[config.mk]
export PLATFORM = sky130hd
export DESIGN_NAME = spi_port
export DESIGN_NICKNAME = d
export VERILOG_FILES = /design/src/rtl/spi_port_pkg.sv /design/src/rtl/spi_port_sync.sv /design/src/rtl/spi_port_clkgen.sv /design/src/rtl/spi_port_shifter.sv /design/src/rtl/spi_port.sv
export SDC_FILE = /design/constraint.sdc
export NUM_CORES = 1
export LEC_CHECK = 0
export BUFFER_PORTS_ARGS = -buffer_cell sky130_fd_sc_hd__buf_2
export CAP_MARGIN = 30
export CORE_MARGIN = 2
export CORE_UTILIZATION = 25
export CTS_CLUSTER_DIAMETER = 120
export DETAILED_ROUTE_END_ITERATION = 8
export HOLD_SLACK_MARGIN = 0.05
export PLACE_DENSITY = 0.38
export SYNTH_ARGS = -nofsm -noshare
export SYNTH_HDL_FRONTEND = slang
export SYNTH_HIERARCHICAL = 1
export SYNTH_SLANG_ARGS = --single-unit
[constraint.sdc]
create_clock -name clk -period 3 [get_ports clk]
set_input_delay 0.15 -clock clk [delete_from_list [all_inputs] [get_ports clk]]
set_output_delay 0.15 -clock clk [all_outputs]
set_load 0.1 [all_outputs]
[src/rtl/spi_port_pkg.sv]
package spi_port_pkg;

  typedef struct packed {
    logic       irq_en;  // bit 6
    logic       dbl;     // bit 5
    logic [1:0] rate;    // bits 4:3
    logic       lsb;     // bit 2
    logic       master;  // bit 1
    logic       enable;  // bit 0
  } ctrl_t;

  localparam int CTRL_W = $bits(ctrl_t);

  localparam logic [1:0] ADDR_CTRL = 2'd0;
  localparam logic [1:0] ADDR_STAT = 2'd1;
  localparam logic [1:0] ADDR_DATA = 2'd2;

  // log2 of half the SCK period in system clocks
  function automatic logic [2:0] half_exp(input logic dbl, input logic [1:0] rate);
    if (rate == 2'd3) return dbl ? 3'd5 : 3'd6;
    return {rate, 1'b1} - {2'b00, dbl};
  endfunction

endpackage

[src/rtl/spi_port_sync.sv]
module spi_port_sync #(
  parameter int               WIDTH   = 1,
  parameter int               STAGES  = 2,
  parameter logic [WIDTH-1:0] RST_VAL = '0
) (
  input  logic             clk,
  input  logic             rst,
  input  logic [WIDTH-1:0] d,
  output logic [WIDTH-1:0] q
);

  logic [WIDTH-1:0] stage_q [STAGES];

  for (genvar s = 0; s < STAGES; s++) begin : g_stage
    if (s == 0) begin : g_first
      always_ff @(posedge clk) begin
        if (rst) stage_q[s] <= RST_VAL;
        else     stage_q[s] <= d;
      end
    end else begin : g_next
      always_ff @(posedge clk) begin
        if (rst) stage_q[s] <= RST_VAL;
        else     stage_q[s] <= stage_q[s-1];
      end
    end
  end

  assign q = stage_q[STAGES-1];

endmodule

[src/rtl/spi_port_clkgen.sv]
module spi_port_clkgen #(
  parameter  int EXP_W = 3,
  localparam int CNT_W = (1 << EXP_W) - 1
) (
  input  logic             clk,
  input  logic             rst,
  input  logic             restart,
  input  logic [EXP_W-1:0] half_exp,
  output logic             tick
);

  logic [CNT_W-1:0] cnt_q;
  logic [CNT_W-1:0] limit;

  assign limit = (CNT_W'(1) << half_exp) - CNT_W'(1);
  assign tick  = (cnt_q == limit);

  always_ff @(posedge clk) begin
    if (rst || restart) cnt_q <= '0;
    else if (tick)      cnt_q <= '0;
    else                cnt_q <= cnt_q + CNT_W'(1);
  end

endmodule

[src/rtl/spi_port_shifter.sv]
module spi_port_shifter #(
  parameter  int DATA_W = 8,
  localparam int CNT_W  = $clog2(DATA_W)
) (
  input  logic              clk,
  input  logic              rst,
  input  logic              abort,
  input  logic              load,
  input  logic [DATA_W-1:0] load_data,
  input  logic              lsb_first,
  input  logic              lead,
  input  logic              trail,
  input  logic              din,
  output logic              dout,
  output logic              byte_end,
  output logic [DATA_W-1:0] shift_next,
  output logic              started
);

  logic [DATA_W-1:0] sh_q;
  logic [CNT_W-1:0]  cnt_q;
  logic              sample_q;
  logic              started_q;
  logic              trail_ok;

  assign trail_ok   = trail && started_q;
  assign byte_end   = trail_ok && (cnt_q == CNT_W'(DATA_W - 1));
  assign shift_next = lsb_first ? {sample_q, sh_q[DATA_W-1:1]}
                                : {sh_q[DATA_W-2:0], sample_q};
  assign dout       = lsb_first ? sh_q[0] : sh_q[DATA_W-1];
  assign started    = started_q;

  always_ff @(posedge clk) begin
    if (rst) begin
      sh_q      <= '0;
      cnt_q     <= '0;
      sample_q  <= 1'b0;
      started_q <= 1'b0;
    end else begin
      if (abort) begin
        cnt_q     <= '0;
        started_q <= 1'b0;
      end else if (lead) begin
        sample_q  <= din;
        started_q <= 1'b1;
      end else if (trail_ok) begin
        sh_q  <= shift_next;
        cnt_q <= byte_end ? '0 : cnt_q + CNT_W'(1);
        if (byte_end) started_q <= 1'b0;
      end
      if (load) sh_q <= load_data;
    end
  end

endmodule

[src/rtl/spi_port.sv]
module spi_port
  import spi_port_pkg::*;
#(
  parameter int DATA_W      = 8,
  parameter int SYNC_STAGES = 2
) (
  input  logic              clk,
  input  logic              rst,
  input  logic              reg_we,
  input  logic              reg_re,
  input  logic [1:0]        reg_addr,
  input  logic [DATA_W-1:0] reg_wdata,
  output logic [DATA_W-1:0] reg_rdata,
  output logic              irq,
  output logic              sck_o,
  input  logic              sck_i,
  output logic              ss_n_o,
  input  logic              ss_n_i,
  output logic              mosi_o,
  input  logic              mosi_i,
  output logic              miso_o,
  input  logic              miso_i,
  output logic              miso_oe
);

  localparam int PAD_CTRL = DATA_W - CTRL_W;
  localparam int PAD_STAT = DATA_W - 2;

  ctrl_t ctrl_q;
  logic  done_q, wcol_q, armed_q;
  logic  m_busy_q, sck_q, sck_prev_q;
  logic  irq_q, miso_oe_q;
  logic [DATA_W-1:0] rx_q, rdata_q;

  logic [2:0] sync_q;
  logic       ss_sync_n, mosi_s, sck_s;

  logic data_wr, data_rd, stat_rd, ctrl_wr, data_acc;
  logic mode_fault, s_act, busy, collide, load, start, m_abort;
  logic tick, m_lead, m_trail, s_lead, s_trail;
  logic lead, trail, din, dout, byte_end, started, shift_abort;
  logic [DATA_W-1:0] shift_next;
  logic unused_wdata_hi;

  assign unused_wdata_hi = ^reg_wdata[DATA_W-1:CTRL_W];

  // pin synchronizer: select idles high
  spi_port_sync #(
    .WIDTH  (3),
    .STAGES (SYNC_STAGES),
    .RST_VAL(3'b100)
  ) u_sync (
    .clk(clk),
    .rst(rst),
    .d  ({ss_n_i, mosi_i, sck_i}),
    .q  (sync_q)
  );

  assign ss_sync_n = sync_q[2];
  assign mosi_s    = sync_q[1];
  assign sck_s     = sync_q[0];

  // register access decode
  assign data_wr  = reg_we && (reg_addr == ADDR_DATA);
  assign data_rd  = reg_re && (reg_addr == ADDR_DATA);
  assign stat_rd  = reg_re && (reg_addr == ADDR_STAT);
  assign ctrl_wr  = reg_we && (reg_addr == ADDR_CTRL);
  assign data_acc = data_wr || data_rd;

  // mode and transfer control
  assign mode_fault  = ctrl_q.enable && ctrl_q.master && !ss_sync_n;
  assign s_act       = ctrl_q.enable && !ctrl_q.master && !ss_sync_n;
  assign busy        = ctrl_q.master ? m_busy_q : started;
  assign collide     = data_wr && busy;
  assign load        = data_wr && !busy;
  assign start       = load && ctrl_q.enable && ctrl_q.master && !mode_fault;
  assign m_abort     = !ctrl_q.enable || !ctrl_q.master || mode_fault;
  assign shift_abort = !ctrl_q.enable || (ctrl_q.master ? mode_fault : ss_sync_n);

  spi_port_clkgen #(.EXP_W(3)) u_clkgen (
    .clk     (clk),
    .rst     (rst),
    .restart (start || !m_busy_q),
    .half_exp(half_exp(ctrl_q.dbl, ctrl_q.rate)),
    .tick    (tick)
  );

  assign m_lead  = m_busy_q && tick && !sck_q;
  assign m_trail = m_busy_q && tick && sck_q;
  assign s_lead  = s_act && sck_s && !sck_prev_q;
  assign s_trail = s_act && !sck_s && sck_prev_q;

  assign lead  = ctrl_q.master ? m_lead  : s_lead;
  assign trail = ctrl_q.master ? m_trail : s_trail;
  assign din   = ctrl_q.master ? miso_i  : mosi_s;

  spi_port_shifter #(.DATA_W(DATA_W)) u_shift (
    .clk       (clk),
    .rst       (rst),
    .abort     (shift_abort),
    .load      (load),
    .load_data (reg_wdata),
    .lsb_first (ctrl_q.lsb),
    .lead      (lead),
    .trail     (trail),
    .din       (din),
    .dout      (dout),
    .byte_end  (byte_end),
    .shift_next(shift_next),
    .started   (started)
  );

  // master sequencer
  always_ff @(posedge clk) begin
    if (rst) begin
      m_busy_q <= 1'b0;
      sck_q    <= 1'b0;
    end else if (m_abort) begin
      m_busy_q <= 1'b0;
      sck_q    <= 1'b0;
    end else if (start) begin
      m_busy_q <= 1'b1;
      sck_q    <= 1'b0;
    end else if (m_lead) begin
      sck_q <= 1'b1;
    end else if (m_trail) begin
      sck_q <= 1'b0;
      if (byte_end) m_busy_q <= 1'b0;
    end
  end

  // control register with mode-fault demotion
  always_ff @(posedge clk) begin
    if (rst)             ctrl_q <= '0;
    else if (ctrl_wr)    ctrl_q <= ctrl_t'(reg_wdata[CTRL_W-1:0]);
    else if (mode_fault) ctrl_q.master <= 1'b0;
  end

  // flags and receive buffer
  always_ff @(posedge clk) begin
    if (rst) begin
      done_q  <= 1'b0;
      wcol_q  <= 1'b0;
      armed_q <= 1'b0;
      rx_q    <= '0;
    end else begin
      if (stat_rd && (done_q || wcol_q)) armed_q <= 1'b0 | 1'b1;
      else if (data_acc)                 armed_q <= 1'b0;

      if (byte_end)                  done_q <= 1'b1;
      else if (data_acc && armed_q)  done_q <= 1'b0;

      if (collide)                   wcol_q <= 1'b1;
      else if (data_acc && armed_q)  wcol_q <= 1'b0;

      if (byte_end) rx_q <= shift_next;
    end
  end

  // registered outputs
  always_ff @(posedge clk) begin
    if (rst) begin
      rdata_q    <= '0;
      irq_q      <= 1'b0;
      miso_oe_q  <= 1'b0;
      sck_prev_q <= 1'b0;
    end else begin
      sck_prev_q <= sck_s;
      irq_q      <= done_q && ctrl_q.irq_en;
      miso_oe_q  <= s_act;
      if (reg_re) begin
        case (reg_addr)
          ADDR_CTRL: rdata_q <= {{PAD_CTRL{1'b0}}, ctrl_q};
          ADDR_STAT: rdata_q <= {{PAD_STAT{1'b0}}, wcol_q, done_q};
          ADDR_DATA: rdata_q <= rx_q;
          default:   rdata_q <= '0;
        endcase
      end
    end
  end

  assign reg_rdata = rdata_q;
  assign irq       = irq_q;
  assign sck_o     = sck_q;
  assign ss_n_o    = !m_busy_q;
  assign mosi_o    = dout;
  assign miso_o    = dout;
  assign miso_oe   = miso_oe_q;

endmodule

; ---- Yosys cells after proc, flatten, opt, wreduce, memory -nomap -nowiden
; Memory sizes are Yosys's and may differ from the RTL's.
; Index checks and enable logic that the tools add are counted.
[word_totals]
reg_bits = 51
latchBits = 0
ramBits = 6
mem_bits_ro = 0
inputBits = 18
out_inout_bits = 14
elab_cells = 137
n_memories = 1
[op_classes]
add_sub_neg = 4
n_mul = 0
div_mod_pow = 0
magnitude_cmp = 0
n_eq_ne = 8
shifts = 1
n_mux = 37
bitwise_logic = 4
reduce_logical = 61
[mem_list]
columns = name, depth, word_bits, read_ports, rd_clocked_by_memory_dff, write_ports, line
row1 = u_sync.stage_q, 2, 3, 2, 0, 2, spi_port_sync.sv:12  ; logic [WIDTH-1:0] stage_q [STAGES];
[ops]
columns = cell, n
row1 = 2-to-1 mux 8 bit, 5
row2 = logical AND 1 bit, 25
row3 = 2-to-1 mux 1 bit, 25
row4 = one-hot mux 8 bit (3 select lines), 1
row5 = nonzero test 2 bit, 10
row6 = 2-to-1 mux 3 bit, 5
row7 = zero test 1 bit, 9
row8 = adder 7 x 1 -> 7 bit (second input constant), 1
row9 = equality test 7 bit, 1
row10 = logical OR 1 bit, 7
row11 = << shifter 1 x 3 -> 7 bit (first input constant), 1
row12 = subtractor 7 x 2 -> 7 bit (second input constant), 1
row13 = != test 2 bit (second input constant), 3
row14 = AND reduction 2 bit, 3
row15 = AND reduction 3 bit, 2
row16 = OR reduction 2 bit, 3
row17 = equality test 2 bit (second input constant), 2
row18 = adder 3 x 1 -> 3 bit (second input constant), 1
row19 = equality test 3 bit (second input constant), 1
row20 = OR reduction 3 bit, 1
row21 = subtractor 3 x 1 -> 3 bit, 1
row22 = equality test 2 x 1 -> 1 bit (second input constant), 1
row23 = zero test 2 bit, 1
row24 = 2-to-1 mux 2 bit, 1
row25 = other kinds (2), 4

; ---- Logic depth before layout (Yosys ltp)
; Gate-level depths: netlist of run 1.
[logic_depth]
depth_word = 15
depth_mapped = 12
depth_no_buf = 11

; ---- Hierarchy
; The synthesis of run 1 kept the hierarchy.
[by_module_without_submodules]
columns = mod, n_inst, cells_each, area_each_um2, seq_area_each_um2
row1 = spi_port, 1, 149, 1396.3, 620.6
row2 = spi_port_shifter, 1, 64, 773.2, 260.2
row3 = spi_port_clkgen, 1, 50, 460.4, 140.1
row4 = spi_port_sync, 1, 12, 157.7, 120.1

; ---- Worst setup path after synthesis of run 1
; No wires, ideal clock.
[synth_timing]
kind = flip-flop to flip-flop
startpoint = reg ctrl_q[4] (netlist name)
endpoint = reg m_busy_q
setup_ps = 115
arrival_ps = 2653
required_ps = 2885
setup_slack_ps = 232
stages_incl_launch_ff = 13
path_buffers = 1
period_less_slack_ps = 2768
path_cell_list = dfxtp_1 > nand2_1 > xor2_1 > nand2_1 > a221o_1 > a2bb2oi_4 > and2_1 > nand3_1 > o32ai_1 > and3_1 > buf_2 > a31oi_1 > o21ba_2
[synth_via]
elab_chain_cells = 13
elab_cells_between_ends = 17
classes_between = add/sub: 2 / eq/ne: 3 / shift: 1 / mux: 3 / reduce/logical: 8
[synth_lines]
columns = element, line
row1 = "start, declared", spi_port.sv:29  ; ctrl_t ctrl_q;
row2 = "start signal, assigned", spi_port.sv:135  ; else if (ctrl_wr) ctrl_q <= ctrl_t'(reg_wdata[CTRL_W-1:0]);
row3 = "parallel branches: the longest is 2 deep, another holds subtractor 3 x 1 -> 3 bit", -
row4 = 2-to-1 mux 3 bit *, spi_port_pkg.sv:21  ; return {rate, 1'b1} - {2'b00, dbl};
row5 = << shifter 1 x 3 -> 7 bit *, spi_port_clkgen.sv:15  ; assign limit = (CNT_W'(1) << half_exp) - CNT_W'(1);
row6 = subtractor 7 x 2 -> 7 bit *, spi_port_clkgen.sv:15
row7 = equality test 7 bit *, spi_port_clkgen.sv:16  ; assign tick = (cnt_q == limit);
row8 = net tick, spi_port.sv:40  ; logic tick, m_lead, m_trail, s_lead, s_trail;
row9 = logical AND 1 bit * (2 in a row), spi_port.sv:89  ; assign m_trail = m_busy_q && tick && sck_q;
row10 = 2-to-1 mux 1 bit *, spi_port.sv:94  ; assign trail = ctrl_q.master ? m_trail : s_trail;
row11 = net trail, spi_port.sv:41  ; logic lead, trail, din, dout, byte_end, started, shift_abort;
row12 = logical AND 1 bit *, spi_port_shifter.sv:26  ; assign trail_ok = trail && started_q;
row13 = logical AND 1 bit *, spi_port_shifter.sv:27  ; assign byte_end = trail_ok && (cnt_q == CNT_W'(DATA_W - 1));
row14 = net byte_end, spi_port.sv:41
row15 = nonzero test 2 bit (no line) *, -
row16 = AND reduction 3 bit (no line) *, -
row17 = "end signal, assigned", spi_port.sv:116  ; m_busy_q <= 1'b0;
row18 = "end signal, assigned", spi_port.sv:119  ; m_busy_q <= 1'b0;
row19 = "end signal, assigned", spi_port.sv:122  ; m_busy_q <= 1'b1;
row20 = "end, declared", spi_port.sv:31  ; logic m_busy_q, sck_q, sck_prev_q;
; Mark *: on every way through the listed nets, which the timed path passes.
; A chain may end at the register's enable or synchronous reset.

; ---- Worst setup path in the final report of run 1
[layout_timing]
startpoint = reg ctrl_q[4] (netlist name)
endpoint = reg u_shift.sh_q[2]
[layout_via]
elab_chain_cells = 12
elab_cells_between_ends = 16
classes_between = add/sub: 2 / eq/ne: 3 / shift: 1 / mux: 4 / reduce/logical: 6
[layout_lines]
columns = element, line
row1 = "parallel branches: the longest is 2 deep, another holds subtractor 3 x 1 -> 3 bit", -
row2 = 2-to-1 mux 3 bit *, spi_port_pkg.sv:21
row3 = << shifter 1 x 3 -> 7 bit *, spi_port_clkgen.sv:15
row4 = subtractor 7 x 2 -> 7 bit *, spi_port_clkgen.sv:15
row5 = equality test 7 bit *, spi_port_clkgen.sv:16
row6 = net tick, spi_port.sv:40
row7 = logical AND 1 bit * (2 in a row), spi_port.sv:89
row8 = 2-to-1 mux 1 bit *, spi_port.sv:94
row9 = net trail, spi_port.sv:41
row10 = logical AND 1 bit *, spi_port_shifter.sv:26
row11 = nonzero test 2 bit (no line) *, -
row12 = AND reduction 3 bit (no line) *, -
row13 = "end signal, assigned", spi_port_shifter.sv:47  ; sh_q <= shift_next;
row14 = "end signal, assigned", spi_port_shifter.sv:51  ; if (load) sh_q <= load_data;
row15 = "end, declared", spi_port_shifter.sv:20  ; logic [DATA_W-1:0] sh_q;
; Marks and branches as above.

==> flow_summary.json, run 1 <==
{
  "nFillCells": 1144,
  "firstDrtPassIters": 4,
  "placementRows": 38,
  "hp-class": "primary input to flop",
  "drive_gt1_share_pct": 28.7,
  "fmax_mhz": 364,
  "hold_viol": 0,
  "drt-total-wl_um": 6610,
  "cts_buffers": 9,
  "synth_compound_area_share_pct": 13.4,
  "track_usage_pct": 12.1,
  "setup_viol": 0,
  "portBuffers": 31,
  "postPlaceCellArea_mm2": 0.00309,
  "clk_latency_ps": 340,
  "reg2reg_from": "ctrl_q[4]",
  "ys_async_sr_fraction_pct": 0,
  "slew_violations": 0,
  "ir_drop_v": 0.000193,
  "fin_setup_tns_ps": 0,
  "synth_warnings": 6,
  "grt_overflow_total": 0,
  "drt-initial-drc-count": 58,
  "initial_core_util_pct": 25.7,
  "antenna_left": 0,
  "min_period_ps": 2750,
  "post_drt_wl_per_cell_um": 14.3,
  "h-tree-depth": 3,
  "gp_congestion": 0.706,
  "dpl.hpwl_um": 4750,
  "path_clk_slew_ps": 70,
  "worst_setup_path_start_kind": "flop",
  "period_share_pct": 91.7,
  "num_vias": 2092,
  "synth.avg_cell_area_um2": 10.1,
  "synth-simple-area-share_pct": 21.0,
  "dieArea_mm2": 0.0120,
  "grt_pass1_wl_um": 10900,
  "startpoint": "ctrl_q[4]",
  "pwr-share-seq_pct": 44.2,
  "n_antenna_cell": 0,
  "antenna_found_initial": 0,
  "synth.distinct_cells": 50,
  "core-area_mm2": 0.0108,
  "pin_count": 32,
  "tightest_slew_ps": 877,
  "cp_max_fo": 8,
  "status": "complete, no violations",
  "die_x_um": 110,
  "synthAdderAreaFrac_pct": 1.35,
  "maxCapViolCount": 0,
  "cp.arrival_ps": 2970,
  "num-nets-final": 340,
  "switching_share_pct": 23.3,
  "stdcell_area_mm2": 0.00340,
  "power.switching_uw": 413,
  "cts_tree": "done",
  "root_buffer": "clkbuf_8",
  "cts_buffer_depth": 2,
  "die_y_um": 110,
  "finClkSkew_ps": 10.4,
  "synth_top_family_by_area": "simple AND/OR/NAND/NOR gates",
  "path_class": "flop to flop",
  "rsz0062_at_grt": "no",
  "route.detailed.drc": 0,
  "grt_start_max_net_pins": 28,
  "p_per_area_mw_per_mm2": 520,
  "grt_pass1_vias": 2005,
  "synth_xor_area_share_pct": 3.14,
  "synth_fp_nets": 296,
  "syn_inst": 275,
  "cts_sinks": 57,
  "report.power.total_mw": 1.77,
  "syn_to_final_growth_pct": 22.0,
  "endpoint_kind": "flop",
  "critPathRequiredTime_ps": 3220,
  "synth_ff_type": "dfxtp_1",
  "synthMuxAreaShare_pct": 14.4,
  "vias_per_cell": 4.51,
  "p_int_mw": 1.36,
  "yosysSeqAreaShare_pct": 40.9,
  "p_leak_nw": 1.27,
  "slew_headroom_pct": 41.3,
  "synth_area_mm2": 0.00279,
  "clock_power_share_pct": 48.7,
  "synth-edff-count": 0,
  "ys_seq_elements": 57,
  "comb_power_share_pct": 7.1,
  "hold_start": "reg_wdata[2]"
}
==> cell usage after synthesis (2+ instances only) <==
cell	instances	share of area, %
a2111oi_1	2	0.72
nand3_1	7	1.3
or3_1	3	0.67
o21ai_1	2	0.36
mux2i_1	18	6.5
xor2_1	3	0.94
clkbuf_1	2	0.27
o21ai_0	2	0.36
buf_2	4	0.72
mux2_4	8	4.3
buf_4	2	0.54
a21oi_1	12	2.2
nor2_1	32	4.3
mux2_1	2	0.81
nand2_1	13	1.8
nor3_1	2	0.36
xnor2_1	7	2.2
dfxtp_1	57	41
inv_1	9	1.2
ha_1	3	1.3
a2111oi_0	5	1.6
mux2_2	7	2.8
a211oi_1	2	0.54
nor3b_2	9	4.0
and3_1	2	0.45
a311oi_1	2	0.63
buf_6	6	2.4
nand2b_1	2	0.45
nor2b_1	13	2.9
a221o_1	9	3.2
nand3b_1	6	1.6
or2_1	3	0.67
o32ai_1	2	0.63
==> routing by layer <==
layer  up-vias  global-route usage [%]  wire, um
met5         -                       0         0
met4         0                    4.34        86
met3         7                    3.20       236
met2        35                    17.8      2860
met1       979                    16.9      3430
li1       1071                       -         -
==> flip-flops by register name (all words and copies together), names as in the netlist <==
signal            cells
reg_rdata             8
rx_q                  8
u_shift/sh_q          8
ctrl_q                7
u_clkgen/cnt_q        7
u_sync/stage_q        6
u_shift/cnt_q         3
armed_q               1
done_q                1
irq                   1
m_busy_q              1
miso_oe               1
sck_o                 1
sck_prev_q            1
u_shift/sample_q      1
u_shift/started       1
wcol_q                1
==> placed cells by master, fill, tap and decap left out, drive strengths merged, types with 2 or more instances in the layout <==
| cell | instances |
|---|---|
| inv | 9 |
| clkinv | 2 |
| a211oi | 2 |
| or2 | 3 |
| nand2 | 13 |
| o32ai | 2 |
| dfxtp | 57 |
| nor2b | 13 |
| bufinv | 2 |
| a221o | 9 |
| dlygate4sd3 | 5 |
| nand3 | 7 |
| clkbuf | 12 |
| and3 | 2 |
| buf | 44 |
| a2111oi | 7 |
| o21ai | 4 |
| or3 | 3 |
| mux2 | 17 |
| nor2 | 33 |
| xnor2 | 7 |
| xor2 | 3 |
| a311oi | 2 |
| a21oi | 12 |
| mux2i | 18 |
| nand3b | 7 |
| nor3 | 3 |
| nand2b | 2 |
| nor3b | 9 |
| ha | 3 |
==> power groups by stage <==
stage          sequential (mW)  clock, mW  combinational (mW)
2_1_floorplan            0.805          0              0.0748
3_3_place_gp             0.798          0               0.121
3_5_place_dp             0.799          0               0.121
4_1_cts                  0.781      0.889               0.126
5_1_grt                  0.783      0.937               0.137
6_report                 0.781      0.862               0.125
==> cells by family (layout without fill, tap and decap cells) <==
logic type	after synthesis	after routing
AOI/OAI and AO/OA	46	46
DFF	57	57
xor gates and xnor gates	10	10
buffers and inverters	25	74
muxes	35	35
and+or+nand+nor	99	99
adders and majority gates	3	3
==> final cells by class <==
cell class / count / area (um2) / share of cell area, %
Multi-Input combinational cell: 193 / 1500 / 44.0
Sequential cell: 57 / 1140 / 33.5
Timing Repair Buffer: 49 / 315 / 9.27
Tap cell: 140 / 175 / 5.15
Clock buffer: 12 / 165 / 4.85
Clock inverter: 4 / 73.8 / 2.17
Inverter: 9 / 33.8 / 0.993
==> worst paths after layout <==
check / end / slack [ps] / cells past startpoint
setup reg to reg: u_shift/sh_q[2] / 250 / 12
hold reg to reg: u_sync/stage_q[1][2] / 400 / 1
setup / recovery: u_shift/sh_q[2] / 250 / 12
hold / removal: u_shift/sh_q[2] / 80 / 2
==> critical path, cell delays in order (launching register included) <==
cell	delay, ps
dfxtp_1	380
nand2_1	100
xor2_2	250
nand2_1	110
a221o_1	340
a2bb2oi_4	130
and2_1	160
nand3_1	110
o32ai_1	160
buf_4	170
nand3b_4	90
o21a_2	270
a221o_1	360
==> stage by stage <==
step	setup WS [ps]	instances	util [%]	hold slack [ps]
2_1_floorplan	232	275	-	222
3_3_place_gp	117	442	28.5	330
3_5_place_dp	112	442	28.5	334
4_1_cts	60.9	463	31.2	57.2
5_1_grt	20.6	464	31.4	57.9
6_report	250	464	31.4	76.3
==> timing repair <==
item / CTS / global route
endpoints found under the setup margin: 0 / 20
hold endpoints to repair: 5 / 0
hold buffers: 5 / 0
gates resized for setup: 0 / 4
setup buffers: 0 / 1
(Power assumes the default switching activity.)
==> run 2, diff against run 1 <==
--- a/config.mk
+++ b/config.mk
@@ -13,6 +13,7 @@
 export DETAILED_ROUTE_END_ITERATION = 8
 export HOLD_SLACK_MARGIN = 0.05
 export PLACE_DENSITY = 0.38
+export REMOVE_ABC_BUFFERS = 1
 export SYNTH_ARGS = -nofsm -noshare
 export SYNTH_HDL_FRONTEND = slang
 export SYNTH_HIERARCHICAL = 1
==> run 2 against run 1 <==
Sequential power hardly changed. Clock power shrank 24%. Power fell by 12%. Final cell count grew 0.22%. Critical path type unchanged. First-iteration DRC count up 40%. Sequential share of layout area up 0.49 points. Combinational power hardly changed. Sequential cell count unchanged. Critical path depth fell by 2. Worst hold slack worse by 5.0 ps. Via count increased by 1.9%. Count of clock-buffer cells in the layout shrank 2.
==> flow_summary.json, run 2 (synthesis results as in run 1) <==
{
  "grt_pass1_vias": 2144,
  "report.power.total_mw": 1.56,
  "stdcell_count": 465,
  "dieArea_mm2": 0.0120,
  "clock_power_share_pct": 42.1,
  "worst_setup_path_start_kind": "flop",
  "tightest_slew_ps": 870,
  "nFillCells": 1156,
  "hold_start": "reg_wdata[0]",
  "placedCellCount": 444,
  "route.detailed.drc": 0,
  "slew_headroom_pct": 41.8,
  "hp-class": "primary input to flop",
  "path_clk_slew_ps": 80,
  "min_period_ps": 2750,
  "antenna_left": 0,
  "stdcell_area_mm2": 0.00336,
  "fmax_mhz": 364,
  "startpoint": "ctrl_q[4]",
  "path_class": "flop to flop",
  "cp_max_fo": 8,
  "rsz0062_at_grt": "no",
  "drive_gt1_share_pct": 28.6,
  "drt-total-wl_um": 6760,
  "multi_input_area_mm2": 0.00150,
  "n_antenna_cell": 0,
  "track_usage_pct": 12.3,
  "slew_violations": 0,
  "drt-initial-drc-count": 81,
  "cts_tree": "done",
  "grt_pass1_wl_um": 11100,
  "layout_common_cells": "dfxtp_1, nor2_1, buf_2",
  "num_vias": 2132,
  "portBuffers": 31,
  "final_common_cell": "dfxtp_1",
  "clk_latency_ps": 340,
  "core-area_mm2": 0.0108,
  "cts_buffer_depth": 2,
  "antenna_found_initial": 0,
  "pin_count": 32,
  "die_x_um": 110,
  "num-nets-final": 341,
  "grt_start_max_net_pins": 34,
  "initial_core_util_pct": 25.7,
  "cts_buffers": 9,
  "vias_per_cell": 4.58,
  "ff_latch_area_mm2": 0.00114,
  "ir_drop_v": 0.000158,
  "status": "complete, no violations",
  "finClkSkew_ps": 13.8,
  "fin_setup_tns_ps": 0,
  "reg2reg_from": "ctrl_q[4]",
  "postPlaceCellArea_mm2": 0.00311,
  "root_buffer": "clkbuf_8",
  "p_int_mw": 1.14,
  "switching_share_pct": 27.0,
  "p_leak_nw": 1.23,
  "power.switching_uw": 422,
  "gp_congestion": 0.727,
  "grt_overflow_total": 0,
  "setup_viol": 0,
  "post_drt_wl_per_cell_um": 14.5,
  "h-tree-depth": 3,
  "endpoint_kind": "flop",
  "maxCapViolCount": 0,
  "critPathRequiredTime_ps": 3230,
  "firstDrtPassIters": 4,
  "syn_to_final_growth_pct": 20.4,
  "die_y_um": 110,
  "comb_power_share_pct": 7.9,
  "pwr-share-seq_pct": 50.0,
  "placementRows": 38,
  "dpl.hpwl_um": 4870,
  "period_share_pct": 91.6,
  "hold_viol": 0,
  "cts_sinks": 57,
  "cp.arrival_ps": 2980,
  "p_per_area_mw_per_mm2": 465,
  "cts_setup_buffers": 0
}
run 2: cell count changes in the layout (fill, tap and decap cells not counted), sizes merged:
| cell | change |
|---|---|
| clkinvlp | +3 |
| bufinv | -2 |
| clkbuf | -2 |
| buf | +1 |
| inv | +1 |
run 2: per-layer routing:
layer / GRT usage, % / routed length, um / vias to the layer above
li1: - / - / 1076
met1: 16.5 / 3360 / 1008
met2: 18.7 / 3030 / 42
met3: 2.96 / 274 / 6
met4: 5.79 / 97 / 0
met5: 0 / 0 / -
run 2: layout make-up:
| cell class | instances | area share, % |
|---|---|---|
| clock inverter | 6 | 1.23 |
| multi-input combinational | 193 | 44.8 |
| tap | 140 | 5.22 |
| inverter | 9 | 1.01 |
| sequential | 57 | 34.0 |
| timing repair buffer | 50 | 9.62 |
| clock buffer | 10 | 4.10 |
run 2: stage by stage:
stage | utilization, % | worst slack, ps | hold slack, ps
6_report | 31.0 | 253 | 71.3
5_1_grt | 31.0 | 18.4 | 58.2
4_1_cts | 30.8 | 33.8 | 54.1
3_5_place_dp | 28.7 | 69.4 | 337
3_3_place_gp | 28.7 | 82.0 | 336
2_1_floorplan | - | -226 | 217
run 2: power by group through the flow:
stage	Clock [mW]	Sequential, mW	Combinational [mW]
floorplan	0	0.808	0.0551
global placement	0	0.799	0.121
detailed placement	0	0.799	0.120
CTS	0.680	0.781	0.126
global route	0.714	0.784	0.136
finish	0.657	0.782	0.124
run 2: worst paths after layout:
check	slack, ps	cells after the start	end
setup / recovery	250	10	u_shift/sh_q[4]
hold / removal	70	2	u_shift/sh_q[0]
setup reg to reg	250	10	u_shift/sh_q[4]
hold reg to reg	410	1	u_sync/stage_q[1][2]
run 2: critical path, cell delays in order, from the launching register on:
cell and delay [ps]:
dfxtp_2 350, buf_4 160, or3_1 330, a221o_1 310, a2bb2oi_4 130, and2_1 160, nand3_1 150, o32ai_4 200
nand3b_4 140, o21a_1 310, a221o_1 390
run 2: what timing repair did:
action	in CTS	in global routing
endpoints found under the hold margin	5	0
endpoints found under the setup margin	0	19
hold buffers	5	0
gates resized for setup	0	4
==> run 3, diff against run 2 <==
--- a/config.mk
+++ b/config.mk
@@ -13,6 +13,7 @@
 export DETAILED_ROUTE_END_ITERATION = 8
 export HOLD_SLACK_MARGIN = 0.05
 export PLACE_DENSITY = 0.38
+export RECOVER_POWER = 100
 export REMOVE_ABC_BUFFERS = 1
 export SYNTH_ARGS = -nofsm -noshare
 export SYNTH_HDL_FRONTEND = slang
==> run 3 against run 2 <==
The flow now finishes with violations (max-capacitance violations, max-slew violations). Power is 0.41% lower. Non-clock buffer count stayed put. Combinational power hardly changed. Critical path depth is 2 higher. Register-to-register slack hardly changed. Sequential cell count stayed put. Critical endpoint is now rx_q[1]. Count of clock-buffer cells in the layout stayed put. Setup slack worse by 10 ps. Largest power group unchanged.
==> flow_summary.json, run 3 (synthesis results as in run 1) <==
{
  "final_common_cell": "dfxtp_1",
  "power.switching_uw": 418,
  "firstDrtPassIters": 4,
  "slew_violations": 9,
  "core-area_mm2": 0.0108,
  "fin_setup_tns_ps": 0,
  "post_drt_wl_per_cell_um": 14.6,
  "layout_common_cells": "dfxtp_1, nor2_1, mux2i_1",
  "drt-initial-drc-count": 78,
  "slew_headroom_pct": -4.20,
  "tightest_slew_ps": 1560,
  "placementRows": 38,
  "track_usage_pct": 12.3,
  "maxCapViolCount": 2,
  "portBuffers": 31,
  "clk_latency_ps": 340,
  "fmax_mhz": 363,
  "clock_power_share_pct": 41.9,
  "report.power.total_mw": 1.56,
  "cts_setup_buffers": 0,
  "antenna_found_initial": 0,
  "path_class": "flop to flop",
  "p_leak_nw": 1.16,
  "cp_max_fo": 10,
  "num_vias": 2130,
  "violations": "max-capacitance violations, max-slew violations",
  "n_antenna_cell": 0,
  "comb_power_share_pct": 7.8,
  "syn_to_final_growth_pct": 19.3,
  "endpoint_kind": "flop",
  "p_int_mw": 1.14,
  "p_per_area_mw_per_mm2": 468,
  "period_share_pct": 91.9,
  "drt-total-wl_um": 6770,
  "grt_start_max_net_pins": 34,
  "die_x_um": 110,
  "min_period_ps": 2760,
  "dieArea_mm2": 0.0120,
  "grt_pass1_vias": 2144,
  "switching_share_pct": 26.8,
  "gp_congestion": 0.727,
  "h-tree-depth": 3,
  "route.detailed.drc": 0,
  "hold_viol": 0,
  "pwr-share-seq_pct": 50.2,
  "cts_sinks": 57,
  "root_buffer": "clkbuf_8",
  "initial_core_util_pct": 25.7,
  "cts_buffer_depth": 2,
  "worst_setup_path_start_kind": "flop",
  "drive_gt1_share_pct": 23.1,
  "dpl.hpwl_um": 4870,
  "path_clk_slew_ps": 80,
  "hp-class": "primary input to flop",
  "rsz0062_at_grt": "no",
  "num-nets-final": 341,
  "die_y_um": 110,
  "vias_per_cell": 4.58,
  "grt_pass1_wl_um": 11100,
  "cts_tree": "done",
  "pin_count": 32,
  "setup_viol": 0,
  "ir_drop_v": 0.000159,
  "grt_overflow_total": 0,
  "antenna_left": 0,
  "cts_buffers": 9,
  "nFillCells": 1165,
  "status": "finished with violations",
  "finClkSkew_ps": 13.0,
  "cp.arrival_ps": 2920,
  "critPathRequiredTime_ps": 3170
}
[run 3: critical path, cell delays in order (launching register included)]
cell and delay, ps:
dfxtp_2 350, buf_4 160, or3_1 330, a221o_1 310
a2bb2oi_4 130, and2_1 160, nand3_1 150, o32ai_4 200
clkbuf_4 190, and3_1 200, buf_12 160, mux2i_1 180
nor2_1 60
[run 3: area by class of cell]
cell class	count	area, um2	area share (%)
flip-flops and latches	57	1140	34.3
clock inverters	6	41.3	1.24
repair buffers	50	299	8.99
multi-input cells	193	1500	45.0
clock buffers	10	138	4.14
well taps	140	175	5.27
inverters	9	33.8	1.02
[run 3: power groups by stage]
stage	registers, mW	logic (mW)	clock network [mW]
floorplan	0.808	0.0551	0
global placement	0.799	0.121	0
detailed placement	0.799	0.120	0
CTS	0.781	0.126	0.680
global route	0.784	0.134	0.714
finish	0.782	0.122	0.653
[run 3: final timing paths]
| path | cells after the start | slack (ps) | endpoint | startpoint |
|---|---|---|---|---|
| worst max-delay path | 12 | 240 | rx_q[1] | ctrl_q[4] |
| worst min-delay path | 2 | 70 | u_shift/sh_q[0] | reg_wdata[0] |
| worst max register to register | 12 | 240 | rx_q[1] | ctrl_q[4] |
| worst min register to register | 1 | 410 | u_sync/stage_q[1][2] | u_sync/stage_q[0][2] |
[run 3: per-layer routing]
layer / vias up / wire (um) / global-route usage (%)
met4: 0 / 97 / 5.79
met2: 37 / 3050 / 18.7
met3: 6 / 247 / 2.96
li1: 1077 / - / -
met5: - / 0 / 0
met1: 1010 / 3370 / 16.5
[run 3: what timing repair did]
item / 4_1_cts / 5_1_grt
hold buffers: 5 / 0
gates resized for setup: 0 / 4
endpoints found under the setup margin: 0 / 19
endpoints found under the hold margin: 5 / 0
[run 3: stage by stage]
| step | hold WS [ps] | setup WS, ps | instance area, um2 | util, % | instances |
|---|---|---|---|---|---|
| after global placement | 336 | 82.0 | 3110 | 28.7 | 444 |
| after CTS | 54.1 | 33.8 | 3340 | 30.8 | 465 |
| after detailed placement | 337 | 69.4 | 3110 | 28.7 | 444 |
| final | 70.8 | 243 | 3330 | 30.7 | 465 |
| after global routing | 58.2 | 13.1 | 3330 | 30.7 | 465 |
| after floorplan | 217 | -226 | 2660 | - | 259 |
